**src/rtl/cvg_pkg.sv**
```systemverilog
package cvg_pkg;

    // Boot sequencer phases, one memory word read per phase.
    typedef enum logic [2:0] {
        BS_SIG  = 3'd0,
        BS_PTR  = 3'd1,
        BS_CTL  = 3'd2,
        BS_UPP  = 3'd3,
        BS_LOW  = 3'd4,
        BS_CHK  = 3'd5,
        BS_DONE = 3'd6
    } boot_state_e;

    // Access kinds presented on the guarded port.
    typedef enum logic [1:0] {
        KIND_FETCH = 2'b00,
        KIND_READ  = 2'b01,
        KIND_WRITE = 2'b10,
        KIND_READ2 = 2'b11
    } acc_kind_e;

endpackage

```
**src/rtl/cvg_boot_seq.sv**
```systemverilog
module cvg_boot_seq
    import cvg_pkg::*;
#(
    parameter int AW         = 16,
    parameter int DW         = 16,
    parameter int GRAN_SHIFT = 4,
    parameter logic [AW-1:0] SIG_ADDR  = 16'hFF88,
    parameter logic [AW-1:0] PTR_ADDR  = 16'hFF8A,
    parameter logic [DW-1:0] SIG_VALUE = 16'hAAAA,
    parameter int EN_BIT     = 0,
    parameter int LOCK_BIT   = 1
) (
    input  logic                     clk,
    input  logic                     rst_n,
    input  logic                     warm_rst,
    input  logic [DW-1:0]            boot_rdata,
    output logic                     boot_rd,
    output logic [AW-1:0]            boot_addr,
    output logic                     busy,
    output logic                     prot_en,
    output logic [AW-GRAN_SHIFT-1:0] bnd_lo,
    output logic [AW-GRAN_SHIFT-1:0] bnd_hi
);
    localparam int BW    = AW - GRAN_SHIFT;
    localparam int WSTEP = DW / 8;

    typedef struct packed {
        boot_state_e      st;
        logic [BW-1:0]    ptr;
        logic [DW-1:0]    ctl;
        logic [DW-1:0]    upp;
        logic [DW-1:0]    low;
        logic             en;
        logic             lock;
        logic [BW-1:0]    lo;
        logic [BW-1:0]    hi;
    } seq_t;

    seq_t s_d, s_q;
    logic [AW-1:0] base;

    always_comb begin
        s_d       = s_q;
        boot_rd   = 1'b0;
        boot_addr = '0;
        base      = {s_q.ptr, {GRAN_SHIFT{1'b0}}};
        case (s_q.st)
            BS_SIG: begin
                boot_rd   = 1'b1;
                boot_addr = SIG_ADDR;
                s_d.st    = (boot_rdata == SIG_VALUE) ? BS_PTR : BS_DONE;
            end
            BS_PTR: begin
                boot_rd   = 1'b1;
                boot_addr = PTR_ADDR;
                s_d.ptr   = boot_rdata[BW-1:0];
                s_d.st    = BS_CTL;
            end
            BS_CTL: begin
                boot_rd   = 1'b1;
                boot_addr = base;
                s_d.ctl   = boot_rdata;
                s_d.st    = BS_UPP;
            end
            BS_UPP: begin
                boot_rd   = 1'b1;
                boot_addr = base + AW'(WSTEP);
                s_d.upp   = boot_rdata;
                s_d.st    = BS_LOW;
            end
            BS_LOW: begin
                boot_rd   = 1'b1;
                boot_addr = base + AW'(2 * WSTEP);
                s_d.low   = boot_rdata;
                s_d.st    = BS_CHK;
            end
            BS_CHK: begin
                boot_rd   = 1'b1;
                boot_addr = base + AW'(3 * WSTEP);
                if (boot_rdata == (s_q.ctl ^ s_q.upp ^ s_q.low ^ {DW{1'b1}})) begin
                    s_d.en   = s_q.ctl[EN_BIT];
                    s_d.lock = s_q.ctl[LOCK_BIT];
                    s_d.lo   = s_q.low[BW-1:0];
                    s_d.hi   = s_q.upp[BW-1:0];
                end
                s_d.st    = BS_DONE;
            end
            default: begin
                s_d.st    = BS_DONE;
            end
        endcase
        // Warm reset reruns the load unless the configuration is locked.
        if (warm_rst && !s_q.lock) begin
            s_d    = '0;
            s_d.st = BS_SIG;
        end
    end

    always_ff @(posedge clk or negedge rst_n) begin
        if (!rst_n) begin
            s_q    <= '0;
        end else begin
            s_q    <= s_d;
        end
    end

    assign busy    = (s_q.st != BS_DONE);
    assign prot_en = s_q.en;
    assign bnd_lo  = s_q.lo;
    assign bnd_hi  = s_q.hi;

    // a wrong signature ends the load with protection off.
    assert_bad_sig_R2: assert property (@(posedge clk) disable iff (!rst_n)
        (s_q.st == BS_SIG && boot_rdata != SIG_VALUE && !warm_rst)
        |=> (s_q.st == BS_DONE && !s_q.en));

    // a finished load stays finished unless an unlocked warm reset restarts it.
    assert_done_stays_R3: assert property (@(posedge clk) disable iff (!rst_n)
        (s_q.st == BS_DONE && !(warm_rst && !s_q.lock)) |=> (s_q.st == BS_DONE));

    // a locked configuration never changes.
    assert_locked_cfg_R11: assert property (@(posedge clk) disable iff (!rst_n)
        (s_q.lock && s_q.st == BS_DONE) |=> ($stable({s_q.en, s_q.lo, s_q.hi}) && s_q.lock));

endmodule

```
**src/rtl/cvg_region_cmp.sv**
```systemverilog
module cvg_region_cmp #(
    parameter int AW         = 16,
    parameter int GRAN_SHIFT = 4
) (
    input  logic                     prot_en,
    input  logic [AW-GRAN_SHIFT-1:0] bnd_lo,
    input  logic [AW-GRAN_SHIFT-1:0] bnd_hi,
    input  logic [AW-1:0]            addr,
    output logic                     hit
);
    logic [AW-1:0] lo_addr;
    logic [AW-1:0] hi_addr;

    always_comb begin
        lo_addr = {bnd_lo, {GRAN_SHIFT{1'b0}}};
        hi_addr = {bnd_hi, {GRAN_SHIFT{1'b0}}};
        // Lower border inclusive, upper border exclusive.
        hit     = prot_en && (addr >= lo_addr) && (addr < hi_addr);
    end
endmodule

```
**src/rtl/cvg_access_ctl.sv**
```systemverilog
module cvg_access_ctl
    import cvg_pkg::*;
#(
    parameter int DW = 16,
    parameter logic [DW-1:0] MASK_VALUE = 16'h3FFF
) (
    input  logic          clk,
    input  logic          rst_n,
    input  logic          warm_rst,
    input  logic          hit,
    input  logic          acc_valid,
    input  logic          acc_cpu,
    input  logic [1:0]    acc_kind,
    input  logic [DW-1:0] mem_rdata,
    output logic [DW-1:0] acc_rdata,
    output logic          mem_we,
    output logic          viol,
    output logic          viol_sticky
);
    typedef struct packed {
        logic last_in;
        logic sticky;
    } trk_t;

    trk_t      t_d, t_q;
    acc_kind_e kind;
    logic      is_write;
    logic      is_fetch;
    logic      allowed;

    always_comb begin
        kind      = acc_kind_e'(acc_kind);
        is_write  = (kind == KIND_WRITE);
        is_fetch  = acc_cpu && (kind == KIND_FETCH);
        allowed   = !hit || (acc_cpu && (is_fetch || t_q.last_in));
        viol      = acc_valid && !allowed;
        mem_we    = acc_valid && is_write && allowed;
        acc_rdata = (acc_valid && !is_write && !allowed) ? MASK_VALUE : mem_rdata;

        t_d        = t_q;
        t_d.sticky = t_q.sticky | viol;
        if (warm_rst) begin
            t_d.last_in = 1'b0;
        end else if (acc_valid && is_fetch) begin
            t_d.last_in = hit;
        end
    end

    always_ff @(posedge clk or negedge rst_n) begin
        if (!rst_n) begin
            t_q <= '0;
        end else begin
            t_q <= t_d;
        end
    end

    assign viol_sticky = t_q.sticky;

    // denied non-CPU read returns the masking word.
    assert_mask_read_R6: assert property (@(posedge clk) disable iff (!rst_n)
        (acc_valid && !acc_cpu && hit && acc_kind != 2'b10) |-> (acc_rdata == MASK_VALUE));

    // CPU instruction fetch is never a violation.
    assert_fetch_free_R7: assert property (@(posedge clk) disable iff (!rst_n)
        (acc_valid && acc_cpu && acc_kind == 2'b00) |-> !viol);

    // outside the region everything passes through.
    assert_outside_pass_R9: assert property (@(posedge clk) disable iff (!rst_n)
        (acc_valid && !hit) |-> (!viol && acc_rdata == mem_rdata));

    // a violation sets the sticky flag next cycle.
    assert_sticky_set_R10: assert property (@(posedge clk) disable iff (!rst_n)
        viol |=> viol_sticky);

endmodule

```
**src/rtl/code_vault_guard.sv**
```systemverilog
module code_vault_guard #(
    parameter int AW         = 16,
    parameter int DW         = 16,
    parameter int GRAN_SHIFT = 4,
    parameter logic [AW-1:0] SIG_ADDR   = 16'hFF88,
    parameter logic [AW-1:0] PTR_ADDR   = 16'hFF8A,
    parameter logic [DW-1:0] SIG_VALUE  = 16'hAAAA,
    parameter logic [DW-1:0] MASK_VALUE = 16'h3FFF,
    parameter int EN_BIT     = 0,
    parameter int LOCK_BIT   = 1
) (
    input  logic          clk,
    input  logic          rst_n,
    input  logic          warm_rst,
    output logic          cpu_hold,
    output logic          boot_rd,
    output logic [AW-1:0] boot_addr,
    input  logic [DW-1:0] boot_rdata,
    input  logic          acc_valid,
    input  logic          acc_cpu,
    input  logic [1:0]    acc_kind,
    input  logic [AW-1:0] acc_addr,
    input  logic [DW-1:0] mem_rdata,
    output logic [DW-1:0] acc_rdata,
    output logic          mem_we,
    output logic          viol,
    output logic          viol_sticky
);
    localparam int BW = AW - GRAN_SHIFT;

    logic          prot_en;
    logic [BW-1:0] bnd_lo;
    logic [BW-1:0] bnd_hi;
    logic          hit;

    cvg_boot_seq #(
        .AW(AW), .DW(DW), .GRAN_SHIFT(GRAN_SHIFT),
        .SIG_ADDR(SIG_ADDR), .PTR_ADDR(PTR_ADDR), .SIG_VALUE(SIG_VALUE),
        .EN_BIT(EN_BIT), .LOCK_BIT(LOCK_BIT)
    ) u_seq (
        .clk(clk), .rst_n(rst_n), .warm_rst(warm_rst),
        .boot_rdata(boot_rdata), .boot_rd(boot_rd), .boot_addr(boot_addr),
        .busy(cpu_hold), .prot_en(prot_en), .bnd_lo(bnd_lo), .bnd_hi(bnd_hi)
    );

    cvg_region_cmp #(.AW(AW), .GRAN_SHIFT(GRAN_SHIFT)) u_cmp (
        .prot_en(prot_en), .bnd_lo(bnd_lo), .bnd_hi(bnd_hi),
        .addr(acc_addr), .hit(hit)
    );

    cvg_access_ctl #(.DW(DW), .MASK_VALUE(MASK_VALUE)) u_acc (
        .clk(clk), .rst_n(rst_n), .warm_rst(warm_rst), .hit(hit),
        .acc_valid(acc_valid), .acc_cpu(acc_cpu), .acc_kind(acc_kind),
        .mem_rdata(mem_rdata), .acc_rdata(acc_rdata), .mem_we(mem_we),
        .viol(viol), .viol_sticky(viol_sticky)
    );

    // no masking or flagging while the load is running.
    assert_hold_open_R1: assert property (@(posedge clk) disable iff (!rst_n)
        cpu_hold |-> (!viol && acc_rdata == mem_rdata));

endmodule

```
**config.mk**
```make
export PLATFORM = sky130hd
export DESIGN_NAME = code_vault_guard
export DESIGN_NICKNAME = d
export VERILOG_FILES = /design/src/rtl/cvg_pkg.sv /design/src/rtl/cvg_boot_seq.sv /design/src/rtl/cvg_region_cmp.sv /design/src/rtl/cvg_access_ctl.sv /design/src/rtl/code_vault_guard.sv
export SDC_FILE = /design/constraint.sdc
export NUM_CORES = 1
export LEC_CHECK = 0
export ABC_CLOCK_PERIOD_IN_PS = 5680
export BUFFER_PORTS_ARGS = -buffer_cell sky130_fd_sc_hd__clkbuf_2
export CORE_MARGIN = 4
export CORE_UTILIZATION = 50
export DETAILED_ROUTE_END_ITERATION = 6
export GPL_TIMING_DRIVEN = 0
export PLACE_DENSITY = 0.73
export SLEW_MARGIN = 20
export SYNTH_ARGS = -nofsm -noshare
export SYNTH_HDL_FRONTEND = slang
export SYNTH_SLANG_ARGS = --single-unit
export TNS_END_PERCENT = 50
```
**constraint.sdc**
```tcl
create_clock -name clk -period 5.68 [get_ports clk]
set_clock_uncertainty 0.05 [all_clocks]
set_input_delay 0.852 -clock clk [delete_from_list [all_inputs] [get_ports clk]]
set_output_delay 0.852 -clock clk [all_outputs]
set_load 0.01 [all_outputs]
```
==> metrics.txt <==
Sw Ratio 29.0%; Synth area leader dfrtp_1; Mean Syn Cell Area 8.66 um^2; CTS sink count 91; Yosys Warn Count 0; Core Util, Final 60.9%; Nets 779; first-pass GRT wire length 22000 um; crit end category output port; Critical Path Max Stage Delay 0.50 ns; crit-path max FO 10; Max Slew Vio Count 0; Sequential Power Share 45.0%; met3 Use GR 2.99%; Setup crit start kind input pin; RSZ-0062 raised after global routing no; syn nets 678; final wirelength 13600 um; Detailed Routing Iterations Pass 1 4; Layout fillers 889; Max-Cap Viols 0; CTS tree yes; Hold WS 0.434 ns; Comb power frac 20.7%; Psw 451 uW; Ports 92; CP max stage cell a2111oi_0; met1 global-route usage 30.7%; Hold Vio Cnt, Final 0; fmax 0.251 GHz; arrival time at the worst endpoint 3.09 ns; Vias/cell 5.49; # port buffers 90; cell area after layout 0.00606 mm^2; crit-path most repeated cell clkbuf_2; via count 4604; CP Class in2out; worst rel slew slack 47.1%; crit-path cells clkbuf_2, ha_1, and3_1, o21ai_0, a31oi_1, a2111oi_0, nand4_1, buf_2, and2_1, clkbuf_2; fin crit share 70.2%; Max Buffers Root-to-Sink 2; core area 0.00995 mm^2; Die H 110 um; Initial Utilization 52.2%; Clock power frac 34.3%; area of the mapped netlist 0.00519 mm^2; H-tree depth 3; placed instance area 0.00582 mm^2; Reg clk slew, reported paths 0.09 ns; die footprint 0.0121 mm^2; distinct cell type count after synthesis 53; Hold Path Class reg2reg; Tmin final 3.99 ns; largest net degree at the start of global routing 92; top cell type's share of synthesized area 43.8%; CTS buffer count 9; register area share after synthesis 43.8%; Final WS setup 1.69 ns; # rows 36; layout cells sized above 1 17.1%; Place WS 1.74 ns; overflow left after global routing 0; ys async rst share 100%; # resized after CTS 0; Worst Max-Slew Pin Slew 0.787 ns; top post-synthesis cells by count nand2_1 (134), a21oi_1 (93), dfrtp_1 (91), xnor2_1 (42), nand3_1 (27); PwrDens 257 mW/mm^2; initial antenna violation count 0; cts hold-fix bufs 0; Clk Latency, worst-skew pair 0.36 ns; wire per inst 16.2 um; met2 Use GR 39.5%; Post-synth EDFFs 0; Final setup viols 0; leakage power 0.00262 uW; internal power 1110 uW; busiest grt layer met2; number of setup buffers added after CTS 0; DIE WIDTH 110 um; Peak supply drop 0.181 mV; status complete, no violations; synthesis-to-layout area growth 16.7%; post-detail-place hpwl 10200 um; synthesized netlist cell count 600; required time of the critical path 4.78 ns; post-synthesis register bit count 91; vias in the first global route 4568; Placer Congestion 0.811; most frequently used flop master after synthesis dfrtp_1; ranking of synthesized cells by area dfrtp_1 (44%), nand2_1 (9.7%), a21oi_1 (9.0%), xnor2_1 (7.1%), ha_1 (5.5%); residual DRC count 0; setup TNS 0 ns; Total GRT Usage 23.4%; initial DRC count 258; Root Driver clkbuf_8; n_diodes 0; most frequent cell after synthesis nand2_1; Detail Route Antenna Nets 0
## per-layer routing
layer,part of all wire (%),vias up
met5,0,-
met1,43,2204
li1,-,2213
met3,6.4,23
met2,49,164
met4,2.0,0
## cell type report
| cell class | instances | area [um^2] | area share, % |
|---|---|---|---|
| flip-flops and latches | 91 | 2280 | 37.6 |
| clock buffers | 12 | 145 | 2.39 |
| clock inverters | 4 | 97.6 | 1.61 |
| plain buffers | 36 | 179 | 2.95 |
| repair buffers | 90 | 459 | 7.57 |
| well taps | 133 | 166 | 2.75 |
| inverters | 26 | 97.6 | 1.61 |
| multi-input cells | 447 | 2640 | 43.6 |
## worst max-delay path: cells and delay by family
family	cells	cell delay [ns]
buffers and inverters	3	0.51
adder cells (fa/ha/maj)	1	0.32
AND/OR/NAND/NOR	3	0.72
AO/OA/AOI/OAI	3	0.67
## path summary, 6_finish.rpt
| kind | to | depth (start not counted) | from | slack [ns] |
|---|---|---|---|---|
| min reg2reg | u_acc.viol_sticky$_DFF_PN0_ | 1 | u_acc.viol_sticky$_DFF_PN0_ | 0.43 |
| min | u_acc.viol_sticky$_DFF_PN0_ | 1 | u_acc.viol_sticky$_DFF_PN0_ | 0.43 |
| max | acc_rdata[14] | 10 | acc_addr[15] | 1.69 |
| min in group asynchronous | u_seq.s_q[73]$_DFFE_PN0P_ | 1 | rst_n | 0.49 |
| max reg2reg | u_seq.bnd_hi[4]$_DFFE_PN0P_ | 8 | u_seq.s_q[88]$_DFF_PN0_ | 3.37 |
| max in group asynchronous | u_seq.bnd_lo[2]$_DFFE_PN0P_ | 1 | rst_n | 4.58 |
## flip-flops by register name, indices dropped and copies added, names as in the netlist
register,cells
u_acc.t_q,1
u_seq.bnd_hi,12
u_seq.prot_en,1
u_acc.viol_sticky,1
u_seq.s_q,52
u_seq.base,12
u_seq.bnd_lo,12
## through the flow
stage                     std cells  total power, uW
after floorplan                 600              910
after global placement          823             1020
after detailed placement        823             1030
after CTS                       839             1560
after global routing            839             1630
final                           839             1560
## cells in the final DEF, fill, tap and decap left out, types with 9 or more instances in the layout
cell type	Yosys	routed
nand2b_1	16	16
xnor2_1	42	42
maj3_1	9	9
nand3_1	27	27
ha_1	23	23
nand2_1	134	134
clkbuf_1	24	26
a21oi_1	93	93
dfrtp_1	91	91
clkbuf_2	0	89
clkbuf_8	0	11
o21ai_1	20	20
inv_1	25	25
## power by group through the flow
stage          Sequential, uW  Clock (uW)  Combinational (uW)
2_1_floorplan             705           0                 206
3_3_place_gp              711           0                 312
3_5_place_dp              713           0                 322
4_1_cts                   700         539                 324
5_1_grt                   703         565                 357
6_report                  700         533                 323
## cells by family (layout without fill, tap and decap cells)
kind of cell    after synthesis  count (layout)  synth area share [%]
simple gates                227             227                  20.6
compound gates              137             137                  14.1
flops                        91              91                  43.8
buf+inv                      62             168                  5.32
xor+xnor                     49              49                  8.55
fa+ha+maj                    32              32                  7.28
other cells                   1               1                0.0722
mux                           1               1                 0.217
No activity file was read; power rests on OpenSTA's default activity.
